**config.mk**
```make
export PLATFORM = sky130hd
export DESIGN_NAME = sample_fifo
export DESIGN_NICKNAME = d
export VERILOG_FILES = /design/src/rtl/sample_fifo_pkg.sv /design/src/rtl/sample_fifo_store.sv /design/src/rtl/sample_fifo_flags.sv /design/src/rtl/sample_fifo_err.sv /design/src/rtl/sample_fifo.sv
export SDC_FILE = /design/constraint.sdc
export NUM_CORES = 1
export LEC_CHECK = 0
export ABC_CLOCK_PERIOD_IN_PS = 7860
export BUFFER_PORTS_ARGS = -buffer_cell sky130_fd_sc_hd__buf_2
export CAP_MARGIN = 40
export CORE_ASPECT_RATIO = 1.75
export CORE_MARGIN = 8
export CORE_UTILIZATION = 55
export CTS_CLUSTER_SIZE = 24
export DETAILED_ROUTE_END_ITERATION = 6
export PLACE_DENSITY_LB_ADDON = 0.05
export SKIP_LAST_GASP = 1
export SLEW_MARGIN = 15
export SYNTH_ARGS = -nofsm -noshare
export SYNTH_HDL_FRONTEND = slang
export SYNTH_SLANG_ARGS = --single-unit
```
**constraint.sdc**
```tcl
create_clock -name clk -period 7.86 [get_ports clk]
set_input_delay 0.786 -clock clk [delete_from_list [all_inputs] [get_ports clk]]
set_output_delay 0.786 -clock clk [all_outputs]
set_load 0.01 [all_outputs]
```
**src/rtl/sample_fifo_pkg.sv**
```systemverilog
package sample_fifo_pkg;
  typedef enum logic {
    ORIENT_RX = 1'b0,
    ORIENT_TX = 1'b1
  } orient_e;
endpackage

```
**src/rtl/sample_fifo_store.sv**
```systemverilog
module sample_fifo_store #(
  parameter int DEPTH = 8,
  parameter int DW    = 32,
  localparam int AW   = (DEPTH > 1) ? $clog2(DEPTH) : 1,
  localparam int CW   = $clog2(DEPTH + 1)
) (
  input  logic          clk,
  input  logic          rst,
  input  logic          flush,
  input  logic          push_en,
  input  logic [DW-1:0] push_data,
  input  logic          pop_en,
  output logic [DW-1:0] pop_data,
  output logic [CW-1:0] count,
  output logic          push_drop,
  output logic          pop_miss
);
  logic [DW-1:0] mem [DEPTH];
  logic [AW-1:0] wr_ptr, rd_ptr;
  logic [CW-1:0] count_q;
  logic          full, empty, push_ok, pop_ok;

  function automatic logic [AW-1:0] step_ptr(input logic [AW-1:0] p);
    return (p == AW'(DEPTH - 1)) ? '0 : p + AW'(1);
  endfunction

  assign full      = (count_q == CW'(DEPTH));
  assign empty     = (count_q == '0);
  assign pop_ok    = pop_en & ~flush & ~empty;
  assign push_ok   = push_en & ~flush & (~full | pop_ok);
  assign push_drop = push_en & ~flush & ~push_ok;
  assign pop_miss  = pop_en & ~flush & ~pop_ok;
  assign count     = count_q;

  // storage array, no reset so it maps onto block RAM
  always_ff @(posedge clk) begin
    if (push_ok) mem[wr_ptr] <= push_data;
  end

  // registered read port
  always_ff @(posedge clk) begin
    if (rst || flush)  pop_data <= '0;
    else if (pop_en)   pop_data <= pop_ok ? mem[rd_ptr] : '0;
  end

  always_ff @(posedge clk) begin
    if (rst || flush) begin
      wr_ptr  <= '0;
      rd_ptr  <= '0;
      count_q <= '0;
    end else begin
      if (push_ok) wr_ptr <= step_ptr(wr_ptr);
      if (pop_ok)  rd_ptr <= step_ptr(rd_ptr);
      if (push_ok && !pop_ok)      count_q <= count_q + CW'(1);
      else if (pop_ok && !push_ok) count_q <= count_q - CW'(1);
    end
  end

  AST_FILL_BOUND: assert property (@(posedge clk) disable iff (rst)
    count_q <= CW'(DEPTH));
  AST_FULL_DROP: assert property (@(posedge clk) disable iff (rst)
    (full && push_en && !pop_en && !flush) |=> $stable(count_q));
  AST_FLUSH_EMPTIES: assert property (@(posedge clk) disable iff (rst)
    flush |=> (count_q == '0));
endmodule

```
**src/rtl/sample_fifo_flags.sv**
```systemverilog
module sample_fifo_flags
  import sample_fifo_pkg::*;
#(
  parameter int      DEPTH  = 8,
  parameter orient_e ORIENT = ORIENT_TX,
  localparam int     CW     = $clog2(DEPTH + 1)
) (
  input  logic          clk,
  input  logic          rst,
  input  logic [CW-1:0] count,
  input  logic [CW-1:0] watermark,
  output logic          req_q,
  output logic          warn_q
);
  localparam logic IS_TX = (ORIENT == ORIENT_TX);

  logic [CW-1:0] wm_eff;
  logic          req_nx, warn_nx;

  assign wm_eff = (watermark > CW'(DEPTH)) ? CW'(DEPTH) : watermark;

  generate
    if (IS_TX) begin : g_tx
      assign req_nx  = (count <= wm_eff);
      assign warn_nx = (count == '0);
      AST_WARN_TX_LAG: assert property (@(posedge clk) disable iff (rst)
        ($past(count) == '0) == warn_q);
    end else begin : g_rx
      assign req_nx  = (count > wm_eff);
      assign warn_nx = (count == CW'(DEPTH));
      AST_WARN_RX_LAG: assert property (@(posedge clk) disable iff (rst)
        ($past(count) == CW'(DEPTH)) == warn_q);
    end
  endgenerate

  always_ff @(posedge clk) begin
    if (rst) begin
      req_q  <= IS_TX;
      warn_q <= IS_TX;
    end else begin
      req_q  <= req_nx;
      warn_q <= warn_nx;
    end
  end
endmodule

```
**src/rtl/sample_fifo_err.sv**
```systemverilog
module sample_fifo_err (
  input  logic clk,
  input  logic rst,
  input  logic flush,
  input  logic clr,
  input  logic fault,
  input  logic cont,
  output logic err_q,
  output logic halt
);
  always_ff @(posedge clk) begin
    if (rst || flush)  err_q <= 1'b0;
    else if (fault)    err_q <= 1'b1;
    else if (clr)      err_q <= 1'b0;
  end

  assign halt = err_q & ~cont;

  AST_ERR_LATCH: assert property (@(posedge clk) disable iff (rst)
    fault |=> err_q);
  AST_CLR_WORKS: assert property (@(posedge clk) disable iff (rst)
    (clr && !fault) |=> !err_q);
  AST_FLUSH_CLEARS: assert property (@(posedge clk) disable iff (rst)
    flush |=> !err_q);
endmodule

```
**src/rtl/sample_fifo.sv**
```systemverilog
module sample_fifo
  import sample_fifo_pkg::*;
#(
  parameter int      DEPTH  = 8,
  parameter int      DW     = 32,
  parameter orient_e ORIENT = ORIENT_TX,
  localparam int     CW     = $clog2(DEPTH + 1)
) (
  input  logic          clk,
  input  logic          rst,
  input  logic [CW-1:0] cfg_watermark,
  input  logic          cfg_continue,
  input  logic          fifo_rst,
  input  logic          err_clr,
  input  logic          prod_en,
  input  logic [DW-1:0] prod_data,
  input  logic          cons_en,
  output logic [DW-1:0] cons_data,
  output logic [CW-1:0] fill_level,
  output logic          req_flag,
  output logic          warn_flag,
  output logic          err_flag,
  output logic          ser_halt
);
  localparam logic IS_TX = (ORIENT == ORIENT_TX);

  logic push_en, pop_en, push_drop, pop_miss, fault, halt;

  // the serial side is the consumer for transmit, the producer for receive
  assign push_en = IS_TX ? prod_en : (prod_en & ~halt);
  assign pop_en  = IS_TX ? (cons_en & ~halt) : cons_en;
  assign fault   = IS_TX ? pop_miss : push_drop;

  sample_fifo_store #(.DEPTH(DEPTH), .DW(DW)) u_store (
    .clk       (clk),
    .rst       (rst),
    .flush     (fifo_rst),
    .push_en   (push_en),
    .push_data (prod_data),
    .pop_en    (pop_en),
    .pop_data  (cons_data),
    .count     (fill_level),
    .push_drop (push_drop),
    .pop_miss  (pop_miss)
  );

  sample_fifo_flags #(.DEPTH(DEPTH), .ORIENT(ORIENT)) u_flags (
    .clk       (clk),
    .rst       (rst),
    .count     (fill_level),
    .watermark (cfg_watermark),
    .req_q     (req_flag),
    .warn_q    (warn_flag)
  );

  sample_fifo_err u_err (
    .clk   (clk),
    .rst   (rst),
    .flush (fifo_rst),
    .clr   (err_clr),
    .fault (fault),
    .cont  (cfg_continue),
    .err_q (err_flag),
    .halt  (halt)
  );

  assign ser_halt = halt;

  generate
    if (IS_TX) begin : g_tx_chk
      AST_HALT_HOLDS: assert property (@(posedge clk) disable iff (rst)
        (halt && cons_en && !prod_en && !fifo_rst) |=> $stable(fill_level));
    end else begin : g_rx_chk
      AST_HALT_HOLDS: assert property (@(posedge clk) disable iff (rst)
        (halt && prod_en && !cons_en && !fifo_rst) |=> $stable(fill_level));
    end
  endgenerate
endmodule

```
==> impl_results.md <==
* Routed length per instance at 24.8 um
* Final Cycle Share at 39.0%
* Clk_skew at 17.3 ps
* Worst setup SP type: primary input
* Ranking of synthesized cells by area: edfxtp_1 66%, mux4_1 13%, dfxtp_1 8.2%
* Post-synthesis cell type count at 40
* Clock transition at path regs at 70 ps
* Crit path from: cfg_continue
* Pin count of the biggest net entering global routing at 58
* Tmin final at 3070 ps
* Syn_nets at 599
* Top-area cell type share of the netlist area at 65.7%
* Cell taking the most area after synthesis: edfxtp_1
* Post-Syn Area at 0.0117 sq mm
* Buffers on Ports at 82
* Core Area at 0.0209 sq mm
* Routability Congestion at 0.708
* Crit end category: flop
* Drt initial violations at 383
* # IOs at 83
* Sequential cell area at 0.00865 sq mm
* TritonCTS buffer count at 27
* Ys flop type: edfxtp_1
* Final Hold Viols at 0
* Asr flop ratio synth at 0%
* Gate Count Post-Synth at 544
* Max Transition Viols Final at 0
* CP arrival at 3540 ps
* Worst r2r path cells at 12
* Pwr/cell area at 239 mW/mm^2
* Design area at 0.0134 sq mm
* Die Ht at 209 um
* Worst r2r src: u_err.err_q
* F_max at 326 MHz
* Top-count cell post-synth: edfxtp_1
* Ys Warns at 0
* Finished Layout Cells at 923
* Crit Path Class: primary input to flop
* Avg Inst Size Synth at 21.5 sq um
* Global-route wire length before repair at 35,100 um
* Normalized max-slew margin at 39.1%
* Final setup fails at 0
* Min-delay worst type: flop to flop
* Placed cells at 873
* Via density at 6.08
* Status: complete, no violations
* Starting Density at 55.9%
* Top cells by count, synth: 256 x edfxtp_1, 56 x mux4_1, 48 x dfxtp_1
* Leakage power figure at 4.61 nW
* Clock H-tree levels at 1
* Row Count at 70
* Critical path fanouts, max at 9
* Worst setup path end: u_store.count[3]
* Setup bufs post-CTS at 0
* DP Wirelength at 13,000 um
* Slew @ Worst Pin at 905 ps
* End of the worst register-to-register path: u_store.count[3]
* Longest Clk Path Bufs at 3
* N_diodes at 0
* Overall fraction of global-route tracks in use at 17.3%
* Hold buffers post-CTS at 0
* Critical Path RT at 8330 ps
* Sequential area share after synthesis at 73.9%
* Total of max-cap violations at 0
* Nets at 706
* Post-CTS Resized at 0
* Multi-input gate area at 0.00290 sq mm
* RSZ-0062 raised after global routing: false
* Synth-to-Final Area Change at 14.9%
* Synth Register Bits at 304
* DP Area at 0.0125 sq mm
* Post-synth EDFFs at 256
* Reg2reg setup slack at 4830 ps
* Routed WL at 22,800 um
* Initial antenna violation count at 1
* Routed vias at 5,612
* Drt pass-1 iters at 4
* Layout cells sized above 1 at 29.8%
* Worst skew pair latency at 540 ps
* Root Buffer: clkbuf_16
* ANT nets after route at 0
* Die Footprint at 0.0264 sq mm
* Remaining DRCs at 0
* Vias in the first global route at 6,154
* VDD IR max at 0.187 mV
* Setup TNS at 0 ps
* Horiz. Die Dim at 126 um
* CTS tree: done
* GRT overflow at 0
* Layout fillers at 1,430
* Clk sinks at 304
cell type report:
cell class              count  share of cell area [%]
clock buffers              35                    5.40
clock inverters            14                    1.36
inverters                  11                   0.307
multi-input cells         203                    21.6
flip-flops and latches    304                    64.4
well taps                 252                    2.35
repair buffers            104                    4.65
through the flow:
stage                     setup WS, ps  hold slack (ps)  util, %  total power, mW
after floorplan                   2770              463        -             1.86
after global placement            4500              458     59.5             1.90
after detailed placement          4300              461     59.9             1.91
after CTS                         4810              478     64.2             3.24
after global routing              4480              490     64.2             3.31
final                             4790              472     64.2             3.21
worst max-delay path, stage by stage:
cell	delay [ps]
buf_2	70
nand2b_1	200
inv_1	140
o211ai_1	350
nand2_1	340
inv_1	230
ha_1	200
inv_1	100
ha_1	340
a21oi_1	100
a211o_1	320
a211oi_1	220
a31o_2	130
worst min path at each step:
stage / slack, ps / startpoint / to / depth (start not counted)
final: 470 / u_store.pop_data[11] / u_store.pop_data[11] / 1
after global routing: 490 / u_store.pop_data[20] / u_store.pop_data[20] / 1
after CTS: 480 / u_store.pop_data[20] / u_store.pop_data[20] / 1
after detailed placement: 460 / u_store.pop_data[28] / u_store.pop_data[28] / 1
after global placement: 460 / u_store.pop_data[8] / u_store.pop_data[8] / 1
after floorplan: 460 / u_store.rd_ptr[1] / flop / 2
cell families (layout without fill, tap and decap cells):
kind of cell    Yosys count  after routing  share of synthesized area, %
mux                      97             97                          17.3
buf+inv                  37            164                          1.88
fa+ha+maj                12             12                          1.35
xor+xnor                  2              2                         0.150
compound gates           50             50                          3.44
flops                   304            304                          73.9
simple gates             42             42                          1.95
power breakdown:
group,internal (mW),switching (mW),total (mW)
logic,0.0420,0.0601,0.102
clock network,0.785,0.557,1.34
registers,1.76,0.00788,1.77
layer usage:
layer,GRT usage [%],wire (um),vias up
met5,0,15,-
met4,4.67,373,2
met3,2.70,884,31
met2,30.5,11800,126
met1,21.8,9750,2935
li1,-,-,2518
flip-flops by register name, indices dropped and copies added, names as in the netlist, named ones only:
register / flops
u_store.mem: 256
u_err.err_q: 1
u_store.rd_ptr: 3
u_store.pop_data: 32
u_flags.warn_q: 1
u_store.wr_ptr: 3
u_store.count: 4
u_flags.req_q: 1
placed cells by master, fill, tap and decap left out, drive strengths merged:
cell and n:
xnor2 1, mux4 64, mux2i 1, fa 1, mux2 32, o21a 2
buf 103, a32oi 1, a22o 32, ha 11, and2 1, clkinvlp 2
a211o 1, a31o 1, inv 12, o211ai 1, nor2 7, nand2 7
nor3 3, bufinv 4, dfxtp 48, a211oi 1, a41oi 1, nor2b 3
edfxtp 256, clkbuf 36, or2 2, nand3 4, xor2 1, nand2b 1
o31ai 3, nand4 2, nor4 11, a21oi 3, o21ai 4, clkinv 7
nand4b 1
No activity file was read; power rests on OpenSTA's default activity.
